[src/rtl/adc_seq_pkg.sv]
package adc_seq_pkg;

  typedef enum logic [2:0] {
    OP_PDOWN  = 3'b000,
    OP_CONT   = 3'b001,
    OP_SINGLE = 3'b010,
    OP_IDLE   = 3'b011,
    OP_SOFF   = 3'b100,
    OP_SGAIN  = 3'b101,
    OP_SZERO  = 3'b110,
    OP_SFULL  = 3'b111
  } op_t;

  typedef struct packed {
    logic       rsv;
    logic       gnd_res;
    logic       prec_ref;
    logic [1:0] pwr;
    op_t        op;
  } mode_t;

  localparam logic [1:0] PWR_BAD = 2'b11;

  // Number of accepted results an operation needs; 0 means it never self-completes.
  function automatic logic [3:0] results_needed(op_t op, logic chop);
    logic [3:0] base;
    base = chop ? 4'd3 : 4'd2;
    case (op)
      OP_SINGLE, OP_SOFF: results_needed = base;
      OP_SGAIN, OP_SFULL: results_needed = base << 1;
      OP_SZERO:           results_needed = 4'd3;
      default:            results_needed = 4'd0;
    endcase
  endfunction

endpackage

[src/rtl/adc_mode_reg.sv]
module adc_mode_reg
  import adc_seq_pkg::*;
(
  input  logic       clk,
  input  logic       rst_n,
  input  logic       wr,
  input  logic [7:0] wdata,
  input  logic       go_idle,
  output mode_t      mode_q
);

  mode_t wr_val;

  always_comb begin
    wr_val          = mode_t'(wdata);
    wr_val.rsv      = 1'b0;
    if (wdata[4:3] == PWR_BAD) wr_val.pwr = mode_q.pwr;
  end

  always_ff @(posedge clk or negedge rst_n) begin
    if (!rst_n) begin
      mode_q <= '0;
    end else if (wr) begin
      mode_q <= wr_val;
    end else if (go_idle) begin
      mode_q.op <= OP_IDLE;
    end
  end

endmodule

[src/rtl/adc_result_ctr.sv]
module adc_result_ctr
  import adc_seq_pkg::*;
#(
  parameter int CW = 4
) (
  input  logic clk,
  input  logic rst_n,
  input  logic restart,
  input  op_t  new_op,
  input  logic chop,
  input  logic acc,
  output logic done
);

  logic [CW-1:0] cnt_q;
  logic [CW-1:0] need_q;

  assign done = acc && (need_q != '0) && (cnt_q == need_q - 1'b1);

  always_ff @(posedge clk or negedge rst_n) begin
    if (!rst_n) begin
      cnt_q  <= '0;
      need_q <= '0;
    end else if (restart) begin
      cnt_q  <= '0;
      need_q <= CW'(results_needed(new_op, chop));
    end else if (done) begin
      cnt_q  <= '0;
      need_q <= '0;
    end else if (acc && need_q != '0) begin
      cnt_q  <= cnt_q + 1'b1;
    end
  end

endmodule

[src/rtl/adc_status_flags.sv]
module adc_status_flags #(
  parameter int NCH = 2,
  parameter int DW  = 24
) (
  input  logic           clk,
  input  logic           rst_n,
  input  logic           acc,
  input  logic           done,
  input  logic           is_cont,
  input  logic           is_cal,
  input  logic           is_gain,
  input  logic [DW-1:0]  res_data,
  input  logic [NCH-1:0] ch_en,
  input  logic           rd_clr,
  output logic           conv_rdy,
  output logic           cal_rdy,
  output logic [NCH-1:0] cal_wr_en,
  output logic           cal_wr_gain,
  output logic [DW-1:0]  cal_wr_data
);

  logic conv_set;
  logic cal_set;

  assign conv_set = acc && (is_cont || done);
  assign cal_set  = done && is_cal;

  always_ff @(posedge clk or negedge rst_n) begin
    if (!rst_n) begin
      conv_rdy <= 1'b0;
      cal_rdy  <= 1'b0;
    end else begin
      if (conv_set)    conv_rdy <= 1'b1;
      else if (rd_clr) conv_rdy <= 1'b0;
      if (cal_set)     cal_rdy  <= 1'b1;
      else if (rd_clr) cal_rdy  <= 1'b0;
    end
  end

  for (genvar g = 0; g < NCH; g++) begin : g_chan
    always_ff @(posedge clk or negedge rst_n) begin
      if (!rst_n) cal_wr_en[g] <= 1'b0;
      else        cal_wr_en[g] <= cal_set && ch_en[g];
    end
  end

  always_ff @(posedge clk or negedge rst_n) begin
    if (!rst_n) begin
      cal_wr_gain <= 1'b0;
      cal_wr_data <= '0;
    end else if (cal_set) begin
      cal_wr_gain <= is_gain;
      cal_wr_data <= res_data;
    end
  end

endmodule

[src/rtl/adc_mode_seq.sv]
module adc_mode_seq
  import adc_seq_pkg::*;
#(
  parameter int NCH = 2,
  parameter int DW  = 24
) (
  input  logic           clk,
  input  logic           rst_n,
  input  logic           reg_wr,
  input  logic           reg_rd,
  input  logic           reg_sel,
  input  logic [7:0]     reg_wdata,
  output logic [7:0]     reg_rdata,
  input  logic           res_valid,
  output logic           res_ready,
  input  logic [DW-1:0]  res_data,
  input  logic           chop_en,
  input  logic [NCH-1:0] ch_en,
  output logic           conv_pd,
  output logic           conv_rst,
  output logic           gnd_res_sel,
  output logic           prec_ref_sel,
  output logic [1:0]     pwr_mode,
  output logic [NCH-1:0] cal_wr_en,
  output logic           cal_wr_gain,
  output logic [DW-1:0]  cal_wr_data,
  output logic           conv_rdy,
  output logic           cal_rdy
);

  localparam int CW = 4;

  mode_t mode_q;
  logic  acc;
  logic  done;
  logic  active;
  logic  is_gain;

  assign active    = (mode_q.op != OP_PDOWN) && (mode_q.op != OP_IDLE);
  assign res_ready = active && !reg_wr;
  assign acc       = res_valid && res_ready;
  assign is_gain   = (mode_q.op == OP_SGAIN) || (mode_q.op == OP_SFULL);

  assign conv_pd      = (mode_q.op == OP_PDOWN);
  assign conv_rst     = (mode_q.op == OP_PDOWN) || (mode_q.op == OP_IDLE);
  assign gnd_res_sel  = mode_q.gnd_res;
  assign prec_ref_sel = mode_q.prec_ref;
  assign pwr_mode     = mode_q.pwr;
  assign reg_rdata    = reg_sel ? {6'b0, cal_rdy, conv_rdy} : mode_q;

  adc_mode_reg u_mode (
    .clk     (clk),
    .rst_n   (rst_n),
    .wr      (reg_wr),
    .wdata   (reg_wdata),
    .go_idle (done),
    .mode_q  (mode_q)
  );

  adc_result_ctr #(.CW(CW)) u_ctr (
    .clk     (clk),
    .rst_n   (rst_n),
    .restart (reg_wr),
    .new_op  (op_t'(reg_wdata[2:0])),
    .chop    (chop_en),
    .acc     (acc),
    .done    (done)
  );

  adc_status_flags #(.NCH(NCH), .DW(DW)) u_flags (
    .clk         (clk),
    .rst_n       (rst_n),
    .acc         (acc),
    .done        (done),
    .is_cont     (mode_q.op == OP_CONT),
    .is_cal      (mode_q.op[2]),
    .is_gain     (is_gain),
    .res_data    (res_data),
    .ch_en       (ch_en),
    .rd_clr      (reg_rd && reg_sel),
    .conv_rdy    (conv_rdy),
    .cal_rdy     (cal_rdy),
    .cal_wr_en   (cal_wr_en),
    .cal_wr_gain (cal_wr_gain),
    .cal_wr_data (cal_wr_data)
  );

endmodule

[config.mk]
export PLATFORM = sky130hd
export DESIGN_NAME = adc_mode_seq
export DESIGN_NICKNAME = d
export VERILOG_FILES = /design/src/rtl/adc_seq_pkg.sv /design/src/rtl/adc_mode_reg.sv /design/src/rtl/adc_result_ctr.sv /design/src/rtl/adc_status_flags.sv /design/src/rtl/adc_mode_seq.sv
export SDC_FILE = /design/constraint.sdc
export NUM_CORES = 1
export LEC_CHECK = 0
export BUFFER_PORTS_ARGS = -buffer_cell sky130_fd_sc_hd__buf_2
export CAP_MARGIN = 15
export CORE_ASPECT_RATIO = 1.1
export CORE_UTILIZATION = 51
export DETAILED_ROUTE_END_ITERATION = 7
export PLACE_DENSITY = 0.84
export SYNTH_ARGS = -nofsm -noshare
export SYNTH_HDL_FRONTEND = slang
export SYNTH_SLANG_ARGS = --single-unit
[constraint.sdc]
create_clock -name clk -period 5.59 [get_ports clk]
set_input_delay 0.8385 -clock clk [delete_from_list [all_inputs] [get_ports clk]]
set_output_delay 0.8385 -clock clk [all_outputs]
set_load 0.02 [all_outputs]
==> results of run 1 <==
-- cell usage in the layout, fill, tap and decap left out, types with 2 or more instances in the layout --
cell type | Yosys | routed
a21oi_1 | 2 | 2
a2bb2oi_1 | 2 | 2
and2_1 | 2 | 2
and3_2 | 2 | 2
buf_2 | 0 | 82
clkbuf_8 | 0 | 5
dfrtp_1 | 43 | 43
ha_1 | 3 | 3
inv_1 | 6 | 6
mux2_2 | 10 | 10
mux2_4 | 19 | 19
nand2_1 | 7 | 7
nand4_1 | 2 | 2
nor2_1 | 13 | 13
nor2b_1 | 4 | 4
nor3_1 | 3 | 3
o21ai_0 | 5 | 5
o31ai_1 | 2 | 2
xor2_1 | 6 | 6
-- report_power, final --
| part | switching, mW | total (mW) | internal (mW) |
|---|---|---|---|
| logic | 0.0968 | 0.177 | 0.0804 |
| registers | 0.0231 | 0.367 | 0.344 |
| clock network | 0.101 | 0.188 | 0.0872 |
| total | 0.221 | 0.733 | 0.512 |
-- cells by family (layout without fill, tap and decap cells) --
family                     count (synthesis)  after routing  share of synthesized area
buffers and inverters                     14             97                     0.0649
AOI/OAI and AO/OA                         18             18                     0.0680
DFF                                       43             43                      0.527
and+or+nand+nor                           38             38                     0.0944
adders and majority gates                  4              4                     0.0233
muxes                                     29             29                      0.195
other                                      1              1                    0.00184
xor gates and xnor gates                   6              6                     0.0257
-- worst max path at each step --
stage	endpoint	slack, ps	cells past startpoint
CTS	u_flags.cal_wr_data[8]$_DFFE_PN0P_	2740	8
finish	u_flags.cal_wr_data[8]$_DFFE_PN0P_	2750	8
detailed placement	u_flags.cal_wr_data[8]$_DFFE_PN0P_	2600	7
global placement	u_flags.cal_wr_data[10]$_DFFE_PN0P_	2610	7
global route	u_flags.cal_wr_data[8]$_DFFE_PN0P_	2570	8
floorplan	u_flags.cal_wr_data[0]$_DFFE_PN0P_	3350	9
-- area by class of cell --
class	instances	area, sq um	share of cell area
timing repair buffer	83	418	0.167
sequential	43	1080	0.431
clock inverter	2	12.5	0.00501
tap	50	62.6	0.0251
inverter	6	22.5	0.00902
multi-input combinational	96	833	0.334
clock buffer	6	72.6	0.0291
-- metal layers --
layer	vias up	track usage
li1	687	-
met5	-	0
met4	0	0.0698
met2	64	0.350
met3	5	0.0517
met1	666	0.248
-- stage by stage --
stage / power, mW / std cells
global route: 0.774 / 286
global placement: 0.547 / 278
floorplan: 0.491 / 153
finish: 0.733 / 286
detailed placement: 0.552 / 278
CTS: 0.743 / 286
-- registers in the layout (all words and copies together), names as in the netlist --
signal               count
u_flags.cal_wr_gain      1
u_ctr.cnt_q              4
u_ctr.need_q             3
u_flags.cal_wr_data     24
u_mode.mode_q            7
u_flags.conv_rdy         1
u_flags.cal_rdy          1
u_flags.cal_wr_en        2
==> impl_metrics.py, run 1 <==
metrics = {
    "timing": {
        "report.final.slew_viol_count": 0,
        "setup_ws_ps": 2750,
        "fmax_mhz": 352,
        "tightest_slew_ps": 920,
        "final.period_utilization": 0.508,
        "finClkSkew_ps": 4.39,
        "setup_tns_ps": 0,
        "hold_violations": 0,
        "layout_min_cycle_time_ps": 2840,
        "rsz0062_at_grt": "no",
        "max_slew_margin": 0.387,
        "setup_violations": 0,
        "holdWs_ps": 509,
    },
    "layout": {
        "nets": 279,
        "layout-drive-gt1-share": 0.538,
        "num_antenna_cells": 0,
        "num-fill-cells": 301,
        "design_area_sq_mm": 0.00250,
        "post-route-util": 0.668,
        "area_growth_pct": 22.3,
    },
    "logic_synthesis": {
        "synth_area_leaders": "dfrtp_1 53%, mux2_4 14%, mux2_2 5.5%",
        "synth_cell_types": 36,
        "ys_warn_count": 0,
        "synth-seq-cells": 43,
        "synth_edf_count": 0,
        "synth_area_sq_mm": 0.00204,
        "syn_nets": 197,
        "synth_top_area_frac": 0.527,
        "syn_inst": 153,
        "ys.flop_type": "dfrtp_1",
        "synth.most_common_cell": "dfrtp_1",
        "synth_top_area_cell": "dfrtp_1",
        "synth.avg_cell_area_sq_um": 13.3,
        "synth_common_cells": "43 x dfrtp_1, 19 x mux2_4, 13 x nor2_1",
        "yosysSeqAreaShare": 0.527,
        "synthArstFlopShare": 1.00,
    },
    "clock_network": {
        "postCtsHoldBufs": 0,
        "cts_max_path_buffers": 2,
        "ctsHtreeMaxLevel": 2,
        "ctsResizeCount": 0,
        "post-cts-setup-buffers": 0,
        "clk_pin_slew_worst_paths_ps": 80,
        "cts-root-buf": "clkbuf_8",
        "cts_tree": "built",
        "cts.sinks": 43,
        "clock_latency_ps": 290,
        "cts_made_buffers": 5,
    },
    "placement": {
        "place_congestion": 0.818,
        "place_ws_ps": 2600,
        "dp_hpwl_um": 2820,
        "place_area_sq_mm": 0.00241,
        "io_buffers": 82,
    },
    "worst_setup_path": {
        "cp-start-kind": "flip-flop",
        "cp-end-kind": "flip-flop",
        "crit_required_ps": 5770,
        "timing_worst_setup_path_type": "reg2reg",
        "cpPeakStageDelay_ps": 430,
        "critPathBufInv": 2,
        "worstPathCellList": "inv_1 -> ha_1 -> xor2_1 -> or3_4 -> a211oi_2 -> and2_1 -> buf_4 -> mux2_2",
        "slowest_stage": "dfrtp_1",
        "r2r_cells": 8,
        "regToRegEndpoint": "u_flags.cal_wr_data[8]$_DFFE_PN0P_",
        "crit_path_start": "u_ctr.need_q[0]$_DFFE_PN0P_",
        "cp_max_fo": 20,
        "reg2reg_from": "u_ctr.need_q[0]$_DFFE_PN0P_",
        "cp.arrival_ps": 3020,
        "cp_top_family": "simple AND/OR/NAND/NOR gates",
        "rrSetupSlack_ps": 2750,
    },
    "detailed_routing": {
        "vias": 1422,
        "wirelength_um": 3810,
        "wl_met2_um": 1830,
        "wire_per_inst_um": 13.3,
        "avgViaCountPerCell": 4.97,
        "drtIter0Drc": 33,
        "wl_met3_um": 235,
        "top_layer_used": "met4",
        "m1WireLength_um": 1700,
        "drt_pass1_iterations": 4,
        "drc": 0,
        "drtAntennaViolNets": 0,
    },
    "hold_path": {
        "hold_end": "u_flags.cal_wr_data[7]$_DFFE_PN0P_",
        "min_path_type": "reg2reg",
        "hp-start": "u_flags.cal_wr_data[7]$_DFFE_PN0P_",
        "worstHoldPathCells": 1,
    },
    "grt": {
        "grtUsageTotal": 0.202,
        "grt_pass1_vias": 1417,
        "grt.overflow.total": 0,
        "antenna_found_initial": 0,
        "grt_first_pass_wirelength_um": 6520,
        "grt_max_degree": 44,
    },
    "pwr": {
        "p_leak_nw": 1.38,
        "vdd_drop_max_uv": 173,
        "p_per_area_mw_per_mm2": 294,
    },
    "die": {
        "die_area_sq_mm": 0.00426,
        "rows": 23,
        "pin_count": 85,
        "start_util": 0.546,
        "core_area_sq_mm": 0.00374,
        "die_h_um": 68.4,
        "die_x_um": 62.3,
    },
    "outcome": {
        "outcome": "finished clean",
    },
    "run": {
        "max_cap_viol_count": 0,
    },
}
Power figures use the tool's default switching activity.
==> run 2, diff against run 1 <==
--- a/config.mk
+++ b/config.mk
@@ -5,12 +5,13 @@
 export SDC_FILE = /design/constraint.sdc
 export NUM_CORES = 1
 export LEC_CHECK = 0
+export ABC_AREA = 1
 export BUFFER_PORTS_ARGS = -buffer_cell sky130_fd_sc_hd__buf_2
 export CAP_MARGIN = 15
 export CORE_ASPECT_RATIO = 1.1
-export CORE_UTILIZATION = 51
+export CORE_UTILIZATION = 44
 export DETAILED_ROUTE_END_ITERATION = 7
-export PLACE_DENSITY = 0.84
+export PLACE_DENSITY = 0.76
 export SYNTH_ARGS = -nofsm -noshare
 export SYNTH_HDL_FRONTEND = slang
 export SYNTH_SLANG_ARGS = --single-unit
==> constraint.sdc (replaced) <==
create_clock -name clk -period 2.4 [get_ports clk]
set_input_delay 0.36 -clock clk [delete_from_list [all_inputs] [get_ports clk]]
set_output_delay 0.36 -clock clk [all_outputs]
set_load 0.02 [all_outputs]
==> run 2 against run 1 <==
  * Via count is 43% higher
  * Sequential share of layout area fell by 3.6 points
  * First-iteration DRC count grew to 4.7 times the previous value
  * Sequential cell count stayed put
  * Sequential power is 120% higher
  * Global-route usage is 0.55 points lower
  * Hold slack got worse by 240 ps
  * Synthesized cell count rose by 77%
  * Design area is 9.0% higher
  * Core utilization is 8.2 points lower
  * Clock power grew to 3.5 times the previous value
  * Wire length is 28% higher
==> impl_metrics.py, run 2 <==
metrics = {
    "outcome": {
        "outcome": "finished clean",
    },
    "die": {
        "rows": 26,
        "pin_count": 85,
        "die_area_sq_mm": 0.00516,
        "start_util": 0.462,
        "die_x_um": 68.6,
        "core_area_sq_mm": 0.00465,
        "die_h_um": 75.3,
    },
    "worst_setup_path": {
        "reg2reg_from": "u_ctr.need_q[0]$_DFFE_PN0P_",
        "crit_path_start": "u_ctr.need_q[0]$_DFFE_PN0P_",
        "r2r_cells": 10,
        "cp.arrival_ps": 2350,
        "cp_max_fo": 28,
        "regToRegEndpoint": "u_flags.cal_wr_data[18]$_DFFE_PN0P_",
        "cp-start-kind": "flip-flop",
        "cp-end-kind": "flip-flop",
        "crit_required_ps": 2590,
        "timing_worst_setup_path_type": "reg2reg",
        "rrSetupSlack_ps": 240,
    },
    "timing": {
        "final.period_utilization": 0.902,
        "report.final.slew_viol_count": 0,
        "setup_ws_ps": 236,
        "setup_violations": 0,
        "holdWs_ps": 266,
        "fmax_mhz": 462,
        "layout_min_cycle_time_ps": 2160,
        "setup_tns_ps": 0,
        "rsz0062_at_grt": "no",
        "finClkSkew_ps": 6.53,
        "hold_violations": 0,
    },
    "grt": {
        "grtUsageMet3": 0.0530,
        "top_usage_layer": "met2",
        "grtUsageTotal": 0.196,
        "antenna_found_initial": 0,
        "grt.overflow.total": 0,
        "grt_util_met1": 0.221,
        "grt_first_pass_wirelength_um": 7490,
        "grt_pass1_vias": 1715,
        "grt_max_degree": 29,
        "grt_use_met2": 0.351,
    },
    "logic_synthesis": {
        "yosysSeqAreaShare": 0.501,
        "ys.flop_type": "dfrtp_1",
        "synth_top_area_frac": 0.501,
        "synth_area_leaders": "dfrtp_1 50%, nand2_1 18%, nand4_1 8.4%",
        "synth.avg_cell_area_sq_um": 7.92,
        "synth_cell_types": 24,
        "synthArstFlopShare": 1.00,
        "synth_common_cells": "104 x nand2_1, 43 x dfrtp_1, 29 x nand4_1",
        "synth.most_common_cell": "nand2_1",
        "synth_area_sq_mm": 0.00215,
        "syn_nets": 315,
        "synth_top_area_cell": "dfrtp_1",
        "ys_warn_count": 0,
        "synth_edf_count": 0,
        "synth-seq-cells": 43,
        "syn_inst": 271,
    },
    "pwr": {
        "vdd_drop_max_uv": 362,
        "p_per_area_mw_per_mm2": 671,
        "p_leak_nw": 1.68,
    },
    "detailed_routing": {
        "drtIter0Drc": 154,
        "wirelength_um": 4890,
        "vias": 2029,
        "drtAntennaViolNets": 0,
        "drt_pass1_iterations": 4,
        "avgViaCountPerCell": 4.97,
        "drc": 0,
        "wire_per_inst_um": 12.0,
    },
    "layout": {
        "regMostFlops": "u_flags.cal_wr_data",
        "largest_reg_flops": 24,
        "layout-drive-gt1-share": 0.287,
        "final_cell_mix": "104 x nand2_1, 82 x buf_2, 43 x dfrtp_1",
        "nets": 395,
        "final_common_cell": "nand2_1",
        "num_antenna_cells": 0,
        "area_growth_pct": 26.8,
        "reg.largest.list": "u_flags.cal_wr_data x24, u_mode.mode_q x7, u_ctr.cnt_q x4",
    },
    "placement": {
        "place_ws_ps": 200,
        "dp_hpwl_um": 3470,
        "io_buffers": 82,
        "place_congestion": 0.788,
    },
    "hold_path": {
        "hold_end": "u_flags.cal_wr_en[0]$_DFF_PN0_",
        "worstHoldPathCells": 3,
        "hp-start": "ch_en[0]",
        "min_path_type": "in2reg",
    },
    "clock_network": {
        "cts_made_buffers": 5,
        "clk_pin_slew_worst_paths_ps": 80,
        "cts_max_path_buffers": 2,
        "ctsHtreeMaxLevel": 2,
        "clock_latency_ps": 290,
        "cts.sinks": 43,
        "cts_tree": "built",
        "cts-root-buf": "clkbuf_8",
    },
    "run": {
        "max_cap_viol_count": 0,
    },
}
==> run 2: worst max path at each step <==
stage	end	slack, ps	depth (start not counted)
6_report	u_flags.cal_wr_data[18]$_DFFE_PN0P_	240	10
5_1_grt	u_flags.cal_wr_data[13]$_DFFE_PN0P_	30	10
4_1_cts	u_flags.cal_wr_data[18]$_DFFE_PN0P_	190	10
3_5_place_dp	u_flags.cal_wr_data[18]$_DFFE_PN0P_	200	10
3_3_place_gp	u_flags.cal_wr_data[9]$_DFFE_PN0P_	270	10
2_1_floorplan	u_flags.cal_wr_gain$_DFFE_PN0P_	630	11
==> run 2: critical path, stage by stage, from the launching register on <==
cell,delay [ps]
dfrtp_1,390
inv_1,140
ha_1,270
nand2_1,70
inv_1,40
nor2_1,160
nand3_2,120
nor2_4,320
nand3_4,330
nand2_1,160
nand2_1,60
==> run 2: metrics by stage <==
| stage | power [mW] | cell area, sq um | util | std cells |
|---|---|---|---|---|
| 3_3_place_gp | 1.18 | 2580 | 0.555 | 399 |
| 6_report | 1.83 | 2720 | 0.585 | 408 |
| 3_5_place_dp | 1.19 | 2580 | 0.555 | 399 |
| 5_1_grt | 1.92 | 2720 | 0.585 | 408 |
| 2_1_floorplan | 1.05 | 2150 | - | 271 |
| 4_1_cts | 1.85 | 2720 | 0.585 | 408 |
==> run 2: timing repair <==
action                                  in CTS  in global routing
endpoints found under the hold margin       18                  0
buffers inserted                             0                  0
gates resized for setup                      0                  0
hold buffers                                 1                  0
endpoints found under the setup margin       0                  1
==> run 2: final cells by class <==
cell class	count	area, sq um
Clock buffer	6	72.6
Clock inverter	2	60.1
Fill cell	442	1930
Inverter	27	101
Multi-Input combinational cell	185	877
Sequential cell	43	1080
Tap cell	56	70.1
Timing Repair Buffer	89	465
==> run 2: logic make-up after synthesis <==
logic type      share of synthesized area
compound gates                     0.0221
xor+xnor                          0.00816
fa+ha+maj                          0.0175
buf+inv                            0.0903
flops                               0.501
other cells                       0.00175
simple gates                        0.359
==> run 2: power by group <==
group	leakage, nW	internal, mW	switching [mW]
clock	0.0654	0.416	0.235
sequential	0.578	0.778	0.0315
combinational	1.04	0.124	0.244
==> run 2: per-layer routing <==
metal	share of wire	vias to the layer above
met5	0	-
li1	-	1024
met1	0.42	938
met2	0.50	63
met3	0.062	4
met4	0.011	0
